--- src/rtl/hub_prf_pkg.sv ---
package hub_prf_pkg;
  localparam int DATA_W = 8;
  localparam int IDX_W  = 4;

  typedef enum logic [2:0] {
    RA_INDEX    = 3'd0,
    RA_DATA     = 3'd1,
    RA_HUBCTL   = 3'd2,
    RA_ACTIVITY = 3'd3,
    RA_LINE_LO  = 3'd4,
    RA_LINE_HI  = 3'd5,
    RA_PWR_EN   = 3'd6,
    RA_IRQ_EN   = 3'd7
  } reg_addr_e;

  // port number addressed by a pointer value
  function automatic logic [2:0] ptr_port(logic [IDX_W-1:0] ptr);
    return ptr[IDX_W-1:1];
  endfunction

  // odd pointer means the status byte
  function automatic logic ptr_is_status(logic [IDX_W-1:0] ptr);
    return ptr[0];
  endfunction

  function automatic logic ptr_valid(logic [IDX_W-1:0] ptr, int nports);
    return int'(ptr[IDX_W-1:1]) < nports;
  endfunction
endpackage

--- src/rtl/hub_prf_port_bank.sv ---
module hub_prf_port_bank #(
  parameter int N_PORTS = 7
) (
  input  logic                 clk,
  input  logic                 rst_n,
  input  logic                 ctl_we,
  input  logic [2:0]           sel,
  input  logic [7:0]           wdata,
  input  logic                 sts_rd,
  input  logic [N_PORTS*8-1:0] sts_in,
  output logic [N_PORTS*8-1:0] ctl_out,
  output logic [N_PORTS-1:0]   chg
);
  for (genvar p = 0; p < N_PORTS; p++) begin : g_port
    logic [7:0] ctl_q;
    logic [7:0] sts_q;
    logic       hit;
    logic       moved;

    assign hit   = (sel == 3'(p));
    assign moved = (sts_in[p*8 +: 8] != sts_q);

    always_ff @(posedge clk) begin
      if (!rst_n) begin
        ctl_q  <= '0;
        sts_q  <= '0;
        chg[p] <= 1'b0;
      end else begin
        if (ctl_we && hit) ctl_q <= wdata;
        sts_q <= sts_in[p*8 +: 8];
        // a new change wins over a clearing read in the same cycle
        if (moved)             chg[p] <= 1'b1;
        else if (sts_rd && hit) chg[p] <= 1'b0;
      end
    end

    assign ctl_out[p*8 +: 8] = ctl_q;
  end
endmodule

--- src/rtl/hub_prf_activity.sv ---
module hub_prf_activity #(
  parameter int N_PORTS = 7
) (
  input  logic               clk,
  input  logic               rst_n,
  input  logic [N_PORTS-1:0] act_in,
  input  logic               clr,
  output logic [N_PORTS-1:0] sticky
);
  always_ff @(posedge clk) begin
    if (!rst_n) sticky <= '0;
    else        sticky <= (sticky & ~{N_PORTS{clr}}) | act_in;
  end
endmodule

--- src/rtl/hub_prf_line_sampler.sv ---
module hub_prf_line_sampler #(
  parameter int N_PORTS = 7
) (
  input  logic                 clk,
  input  logic                 rst_n,
  input  logic                 strobe,
  input  logic [N_PORTS-1:0]   dm,
  input  logic [N_PORTS-1:0]   dp,
  output logic [2*N_PORTS-1:0] image
);
  for (genvar p = 0; p < N_PORTS; p++) begin : g_pair
    always_ff @(posedge clk) begin
      if (!rst_n)      image[2*p +: 2] <= 2'b00;
      else if (strobe) image[2*p +: 2] <= {dp[p], dm[p]};
    end
  end
endmodule

--- src/rtl/hub_port_regfile.sv ---
module hub_port_regfile
  import hub_prf_pkg::*;
#(
  parameter int N_PORTS = 7
) (
  input  logic                 clk,
  input  logic                 rst_n,
  input  logic [2:0]           bus_addr,
  input  logic                 bus_wr,
  input  logic                 bus_rd,
  input  logic [7:0]           bus_wdata,
  output logic [7:0]           bus_rdata,
  output logic [N_PORTS*8-1:0] port_ctl,
  input  logic [N_PORTS*8-1:0] port_sts,
  input  logic [N_PORTS-1:0]   port_act,
  input  logic                 frame_locked,
  input  logic                 eof2,
  input  logic [N_PORTS-1:0]   line_dm,
  input  logic [N_PORTS-1:0]   line_dp,
  output logic [N_PORTS-1:0]   pwr_en,
  output logic                 force_frame_lock,
  output logic [5:0]           hub_ctl,
  input  logic                 host_resume,
  output logic                 port_irq
);
  localparam int IMG_W = 2 * N_PORTS;

  logic [IDX_W-1:0]   idx_q;
  logic [5:0]         hubctl_q;
  logic [N_PORTS-1:0] pwr_q;
  logic               lock_q;
  logic [N_PORTS-1:0] irqen_q;

  logic [N_PORTS-1:0] act_sticky;
  logic [IMG_W-1:0]   line_img;
  logic [N_PORTS-1:0] chg;

  // named internal events
  logic       idx_ok;
  logic [2:0] sel_port;
  logic       ctl_wr_hit;
  logic       sts_rd_hit;
  logic       act_rd_hit;

  assign idx_ok     = ptr_valid(idx_q, N_PORTS);
  assign sel_port   = ptr_port(idx_q);
  assign ctl_wr_hit = bus_wr && (bus_addr == RA_DATA) && idx_ok && !ptr_is_status(idx_q);
  assign sts_rd_hit = bus_rd && (bus_addr == RA_DATA) && idx_ok && ptr_is_status(idx_q);
  assign act_rd_hit = bus_rd && (bus_addr == RA_ACTIVITY);

  always_ff @(posedge clk) begin
    if (!rst_n) begin
      idx_q    <= '0;
      hubctl_q <= '0;
      pwr_q    <= '0;
      lock_q   <= 1'b0;
      irqen_q  <= '0;
    end else if (bus_wr) begin
      case (bus_addr)
        RA_INDEX:  idx_q    <= bus_wdata[IDX_W-1:0];
        RA_HUBCTL: hubctl_q <= bus_wdata[5:0];
        RA_PWR_EN: begin
          pwr_q  <= bus_wdata[N_PORTS-1:0];
          lock_q <= bus_wdata[7];
        end
        RA_IRQ_EN: irqen_q  <= bus_wdata[N_PORTS-1:0];
        default: ;
      endcase
    end
  end

  hub_prf_port_bank #(.N_PORTS(N_PORTS)) u_bank (
    .clk    (clk),
    .rst_n  (rst_n),
    .ctl_we (ctl_wr_hit),
    .sel    (sel_port),
    .wdata  (bus_wdata),
    .sts_rd (sts_rd_hit),
    .sts_in (port_sts),
    .ctl_out(port_ctl),
    .chg    (chg)
  );

  hub_prf_activity #(.N_PORTS(N_PORTS)) u_act (
    .clk   (clk),
    .rst_n (rst_n),
    .act_in(port_act),
    .clr   (act_rd_hit),
    .sticky(act_sticky)
  );

  hub_prf_line_sampler #(.N_PORTS(N_PORTS)) u_line (
    .clk   (clk),
    .rst_n (rst_n),
    .strobe(eof2),
    .dm    (line_dm),
    .dp    (line_dp),
    .image (line_img)
  );

  logic [15:0] img_ext;
  logic [7:0]  act_ext;
  logic [7:0]  pwr_ext;
  logic [7:0]  irq_ext;
  logic [7:0]  win_data;

  always_comb begin
    img_ext = '0;
    img_ext[IMG_W-1:0] = line_img;
    act_ext = '0;
    act_ext[0] = frame_locked;
    act_ext[N_PORTS:1] = act_sticky;
    pwr_ext = '0;
    pwr_ext[N_PORTS-1:0] = pwr_q;
    pwr_ext[7] = lock_q;
    irq_ext = '0;
    irq_ext[N_PORTS-1:0] = irqen_q;
    win_data = '0;
    if (idx_ok) begin
      if (ptr_is_status(idx_q)) win_data = port_sts[sel_port*8 +: 8];
      else                      win_data = port_ctl[sel_port*8 +: 8];
    end
  end

  always_comb begin
    case (bus_addr)
      RA_INDEX:    bus_rdata = {4'b0, idx_q};
      RA_DATA:     bus_rdata = win_data;
      RA_HUBCTL:   bus_rdata = {host_resume, 1'b0, hubctl_q};
      RA_ACTIVITY: bus_rdata = act_ext;
      RA_LINE_LO:  bus_rdata = img_ext[7:0];
      RA_LINE_HI:  bus_rdata = img_ext[15:8];
      RA_PWR_EN:   bus_rdata = pwr_ext;
      default:     bus_rdata = irq_ext;
    endcase
  end

  assign pwr_en           = pwr_q;
  assign force_frame_lock = lock_q;
  assign hub_ctl          = hubctl_q;
  assign port_irq         = |(chg & irqen_q);
endmodule

--- config.mk ---
export PLATFORM = sky130hd
export DESIGN_NAME = hub_port_regfile
export DESIGN_NICKNAME = d
export VERILOG_FILES = /design/src/rtl/hub_prf_pkg.sv /design/src/rtl/hub_prf_port_bank.sv /design/src/rtl/hub_prf_activity.sv /design/src/rtl/hub_prf_line_sampler.sv /design/src/rtl/hub_port_regfile.sv
export SDC_FILE = /design/constraint.sdc
export NUM_CORES = 1
export LEC_CHECK = 0
export CAP_MARGIN = 30
export CELL_PAD_IN_SITES_DETAIL_PLACEMENT = 0
export CELL_PAD_IN_SITES_GLOBAL_PLACEMENT = 2
export CORE_AREA = 5 5 170 172
export CTS_CLUSTER_SIZE = 10
export DETAILED_ROUTE_END_ITERATION = 8
export DIE_AREA = 0 0 175 177
export PLACE_DENSITY = 0.76
export SYNTH_ARGS = -nofsm -noshare
export SYNTH_HDL_FRONTEND = slang
export SYNTH_SLANG_ARGS = --single-unit
--- constraint.sdc ---
create_clock -name clk -period 1.5 [get_ports clk]
set_input_delay 0.225 -clock clk [delete_from_list [all_inputs] [get_ports clk]]
set_output_delay 0.225 -clock clk [all_outputs]
set_load 0.02 [all_outputs]
Yosys cells after proc, flatten, opt, wreduce, memory -nomap -nowiden
Index checks and enable logic that the tools add are counted.
Word-level totals
  RAM bits: 0
  bits in latches: 0
  bits of input ports: 95
  logic and storage cells: 114
  ROM bits: 0
  output and inout port bits: 79
  register bits after elaboration: 165
  memories kept: 0
Cells by class
  divide/modulo/power cells: 0
  shifts and indexed selects: 2
  mux-type cells: 17
  equality and inequality tests: 20
  $lt $le $gt $ge: 1
  $add $sub $neg: 0
  $mul: 0
  bitwise logic cells: 4
  reductions and logical operators: 36
Operator list (number)
  variable part select 56 x 7 -> 8 bit: 2
  inequality test 8 bit: 7
  one-hot mux 8 bit (7 select lines): 1
  == test 3 bit, second input constant: 7
  logical AND 1 bit: 21
  2-to-1 mux 8 bit: 2
  bitwise AND 7 bit: 2
  2-to-1 mux 1 bit: 14
  nonzero test 2 bit: 7
  == test 3 x 2 -> 1 bit, second input constant: 4
  AND reduction 2 bit: 4
  inverter 7 bit: 1
  bitwise OR 7 bit: 1
  OR reduction 7 bit: 1
  == test 3 x 1 -> 1 bit, second input constant: 2
  logical NOT 3 bit: 2
  < comparator 3 bit, second input constant: 1
  logical NOT 1 bit: 1

Depth between registers and ports, before layout
  depth after elaboration: 7
  depth in mapped cells: 7
  gate-level depth less buffers: 4

Modules after synthesis
Synthesis repeated with hierarchy kept, for this count alone.
Second synthesis, totals
  cells, all modules: 788
  area, all modules: 7674.9 um^2
Modules (own cells, without submodules)
  hub_prf_port_bank: cells an instance 443, times used 1, area an instance 4416.7 um^2, seq. area each 2382.3 um^2
  hub_port_regfile: cells an instance 279, times used 1, area an instance 2478.6 um^2, seq. area each 500.5 um^2
  hub_prf_line_sampler: cells an instance 45, times used 1, area an instance 543.0 um^2, seq. area each 280.3 um^2
  hub_prf_activity: cells an instance 21, times used 1, area an instance 236.5 um^2, seq. area each 140.1 um^2

Worst setup path before layout
No wires, ideal clock.
  path type: register to output
  from: register idx_q[2]
  to: output bus_rdata[7]
  slack: -0.380 ns
  data arrival time: 1.655 ns
  cell stages (with the launch flop): 7
  path buffers: 2
  data required time: 1.275 ns
  cell sequence: dfxtp_1 -> buf_4 -> nand2b_2 -> clkbuf_1 -> o21ai_0 -> o22ai_1 -> o21ai_0
Between the ends
  word-level cells in the longest chain between the ends: 4
  elaborated cells on any way between the ends: 6
  those cells by class: order compare: 1; shift: 2; mux: 3
Ends and longest elaborated chain
  start: declaration: RTL line hub_port_regfile.sv:28  | logic [IDX_W-1:0] idx_q;
  start signal: assignment: RTL line hub_port_regfile.sv:60  | RA_INDEX: idx_q <= bus_wdata[IDX_W-1:0];
  variable part select 56 x 7 -> 8 bit, on equally long branches: RTL line hub_port_regfile.sv:121, hub_port_regfile.sv:120
  2-to-1 mux 8 bit: RTL line hub_port_regfile.sv:120  | if (ptr_is_status(idx_q)) win_data = port_sts[sel_port*8 +: 8];
  2-to-1 mux 8 bit (*): RTL line hub_port_regfile.sv:119  | if (idx_ok) begin
  one-hot mux 8 bit (7 select lines) (*): RTL line hub_port_regfile.sv:126  | case (bus_addr)
  end: declaration: RTL line hub_port_regfile.sv:12  | output logic [7:0] bus_rdata,
Every way passes the cells marked *; elsewhere a longest branch is shown, timed or not.

Worst setup path in the final report
  from: register idx_q[1]
  to: output bus_rdata[2]
The elaborated chain is that of the path after synthesis.

==> flow_metrics.tcl <==
set metrics [dict create \
    dpl.hpwl_um 21600 \
    cellLeakagePower_nw 5.19 \
    grt_pass1_wl_um 42300 \
    die-area_sq_mm 0.0310 \
    nets 1218 \
    worst_setup_path_end_kind "primary output" \
    syn_area_sq_mm 0.00747 \
    rsz0062_at_grt "true" \
    die_h_um 177 \
    diodes 0 \
    ant_nets 0 \
    path_clk_slew_ns 0.07 \
    synth_cell_types 51 \
    fmax_mhz 443 \
    synth-edff-count 0 \
    finalCritPeriodShare_pct 151 \
    drive_above_1_share_pct 31.3 \
    cp_slowest_cell "mux4_2" \
    path_cells "buf_12 -> mux4_2 -> o22ai_2 -> buf_6 -> o22ai_2 -> buf_6" \
    synth_top_area_share_pct 44.2 \
    worst-path-max-fanout 5 \
    wl_per_cell_um 19.1 \
    vias 6712 \
    hp-class "input port to register" \
    nFillCells 2654 \
    maxCapViolCount 0 \
    synth_xor_area_share_pct 6.57 \
    ir_worst_vdd_v 0.000618 \
    ctsHoldBuffers 0 \
    globalplace.congestion 0.819 \
    clock_latency_ns 0.43 \
    synth_compound_area_share_pct 8.01 \
    synth-simple-area-share_pct 18.5 \
    critPathMaxStageDelay_ns 0.52 \
    gr-total-overflow 0 \
    synth_mux_area_share_pct 19.9 \
    status "complete, but fails checks" \
    htree_levels 4 \
    holdWs_ns 0.358 \
    row_count 61 \
    layout.cells.most_common "buf_4" \
    setup.worst_path.start_class "register" \
    syn_nets 845 \
    die_w_um 175 \
    antenna_found_initial 2 \
    violations "setup timing" \
    arrival_ns 2.03 \
    async_flop_share_pct 0 \
    relSlewSlack_pct 71.0 \
    clock_path_buffers 2 \
    yosysTopAreaCell "dfxtp_1" \
    grt_pass1_vias 6966 \
    cp_top_family "multiplexers" \
    drtIter0Drc 398 \
    cts_root_buffer "clkbuf_16" \
    synth-seq-area-share_pct 44.2 \
    critPathKind "register to primary output" \
    yosysWarnings 0 \
    core_sq_mm 0.0273 \
    synth_seq_cells 165 \
    ys_top_cells_by_area "dfxtp_1, mux2i_1, xor2_1" \
    cts_tree "done" \
    worstPathRequired_ns 1.27 \
    min_period_ns 2.26 \
    wl_um 28300 \
    finalSetupViolations 66 \
    num_io_pins 174 \
    syn-instance-count 750 \
    p_per_area_mw_per_mm2 856 \
    io_buffers 173 \
    layout_setup_ws_ns -0.760 \
    avgSynthCellArea_sq_um 9.96 \
    final_hold_viol_count 0 \
    avgViaCountPerCell 4.53 \
    drc 0 \
    cp_num_buf_inv 3 \
    grt_max_degree 105 \
    initial_core_util_pct 27.3 \
    numCtsBuffers 17 \
    synth_top_family_by_area "multiplexers" \
    tightest_slew_ns 0.430 \
    total_power_mw 10.5 \
    cts_sinks 165 \
    most-common-layout-cells "buf_4, dfxtp_1, nand2_1" \
    area_growth_pct 63.7 \
    skew_ns 0.00983 \
    synthAdderAreaFrac_pct 0 \
    grtUsageTotal_pct 18.0 \
    drt_first_pass_iters 4 \
    synthFlopType "dfxtp_1" \
    slew_viol_final 0 \
]
[synthesized netlist by cell type, drive strengths merged (3+ instances only)]
| cell | count |
|---|---|
| dfxtp | 165 |
| a21oi | 27 |
| xor2 | 56 |
| clkbuf | 23 |
| and2 | 58 |
| nand3 | 6 |
| buf | 20 |
| mux2i | 106 |
| o22ai | 21 |
| a22o | 3 |
| mux4 | 18 |
| a31oi | 7 |
| nor2b | 4 |
| nor2 | 49 |
| nand4 | 3 |
| or2 | 4 |
| nor4 | 14 |
| a22oi | 4 |
| nand2 | 102 |
| nand2b | 6 |
| o21ai | 29 |
| nor3b | 3 |
[where the power goes]
group | switching, mW | internal [mW]
clock network | 2.11 | 2.23
registers | 0.0861 | 4.52
logic | 0.702 | 0.816
[cells by family (layout without fill, tap and decap cells)]
logic type	count (synthesis)	count (layout)
AND/OR/NAND/NOR	256	256
AO/OA/AOI/OAI	101	101
buffers and inverters	46	432
XOR/XNOR	56	56
multiplexers	126	126
flip-flops	165	165
[routing by layer]
layer	routed length, um	share of wire, %	vias to the layer above	GRT usage, %
met3	1400	4.9	31	3.72
met2	12900	46	166	29.2
li1	-	-	3363	-
met4	531	1.9	4	4.65
met5	27	0.096	-	0
met1	13400	47	3148	24.6
[final timing paths]
kind | cells after the start | start | to | slack [ns]
worst min register to register | 2 | irqen_q[0]$_SDFFE_PN0P_ | irqen_q[0]$_SDFFE_PN0P_ | 0.49
worst min-delay path | 4 | rst_n | u_bank.chg[4]$_SDFFE_PN0P_ | 0.36
worst max register to register | 6 | idx_q[0]$_SDFFE_PN0P_ | u_bank.g_port[6].ctl_q[1]$_SDFFE_PN0P_ | -0.08
worst max-delay path | 6 | idx_q[1]$_SDFFE_PN0P_ | bus_rdata[2] | -0.76
[tightest hold or removal path: cells and delay by family]
family,cells,cell delay [ns]
buffers and inverters,3,0.45
AO/OA/AOI/OAI,1,0.05
[registers in the layout, indices dropped and copies added (netlist names)]
signal and count:
u_bank.g_port.sts_q 56, irqen_q 7, force_frame_lock 1, u_act.sticky 7, hub_ctl 6, idx_q 4
pwr_en 7, u_bank.chg 7, u_line.image 14, u_bank.g_port.ctl_q 56
[repair_timing]
| item | 4_1_cts | 5_1_grt |
|---|---|---|
| pin swaps | 23 | 16 |
| setup buffers | 10 | 2 |
| gates cloned | 1 | 2 |
| endpoints found under the setup margin | 148 | 104 |
| resized for setup | 188 | 60 |
[through the flow]
step                instance area, sq um  cells  setup TNS, ns  setup slack (ns)  utilization [%]
finish                             12200   1482          -9.30            -0.760             44.8
global route                       12200   1482         -14.28            -0.828             44.8
global placement                   11200   1442         -53.05             -1.16             41.1
floorplan                           7600    750         -0.654           -0.0916                -
CTS                                12100   1482         -14.16            -0.825             44.2
detailed placement                 11200   1442         -56.87             -1.18             41.1
[layout make-up]
cell class              count  area [sq um]  area share (%)
repair buffers            397          3560            29.1
flip-flops and latches    165          3320            27.1
multi-input cells         539          4330            35.4
well taps                 346           433            3.54
clock buffers              17           425            3.48
inverters                   3          11.3          0.0921
clock inverters            15           158            1.29
Power figures use the tool's default switching activity.
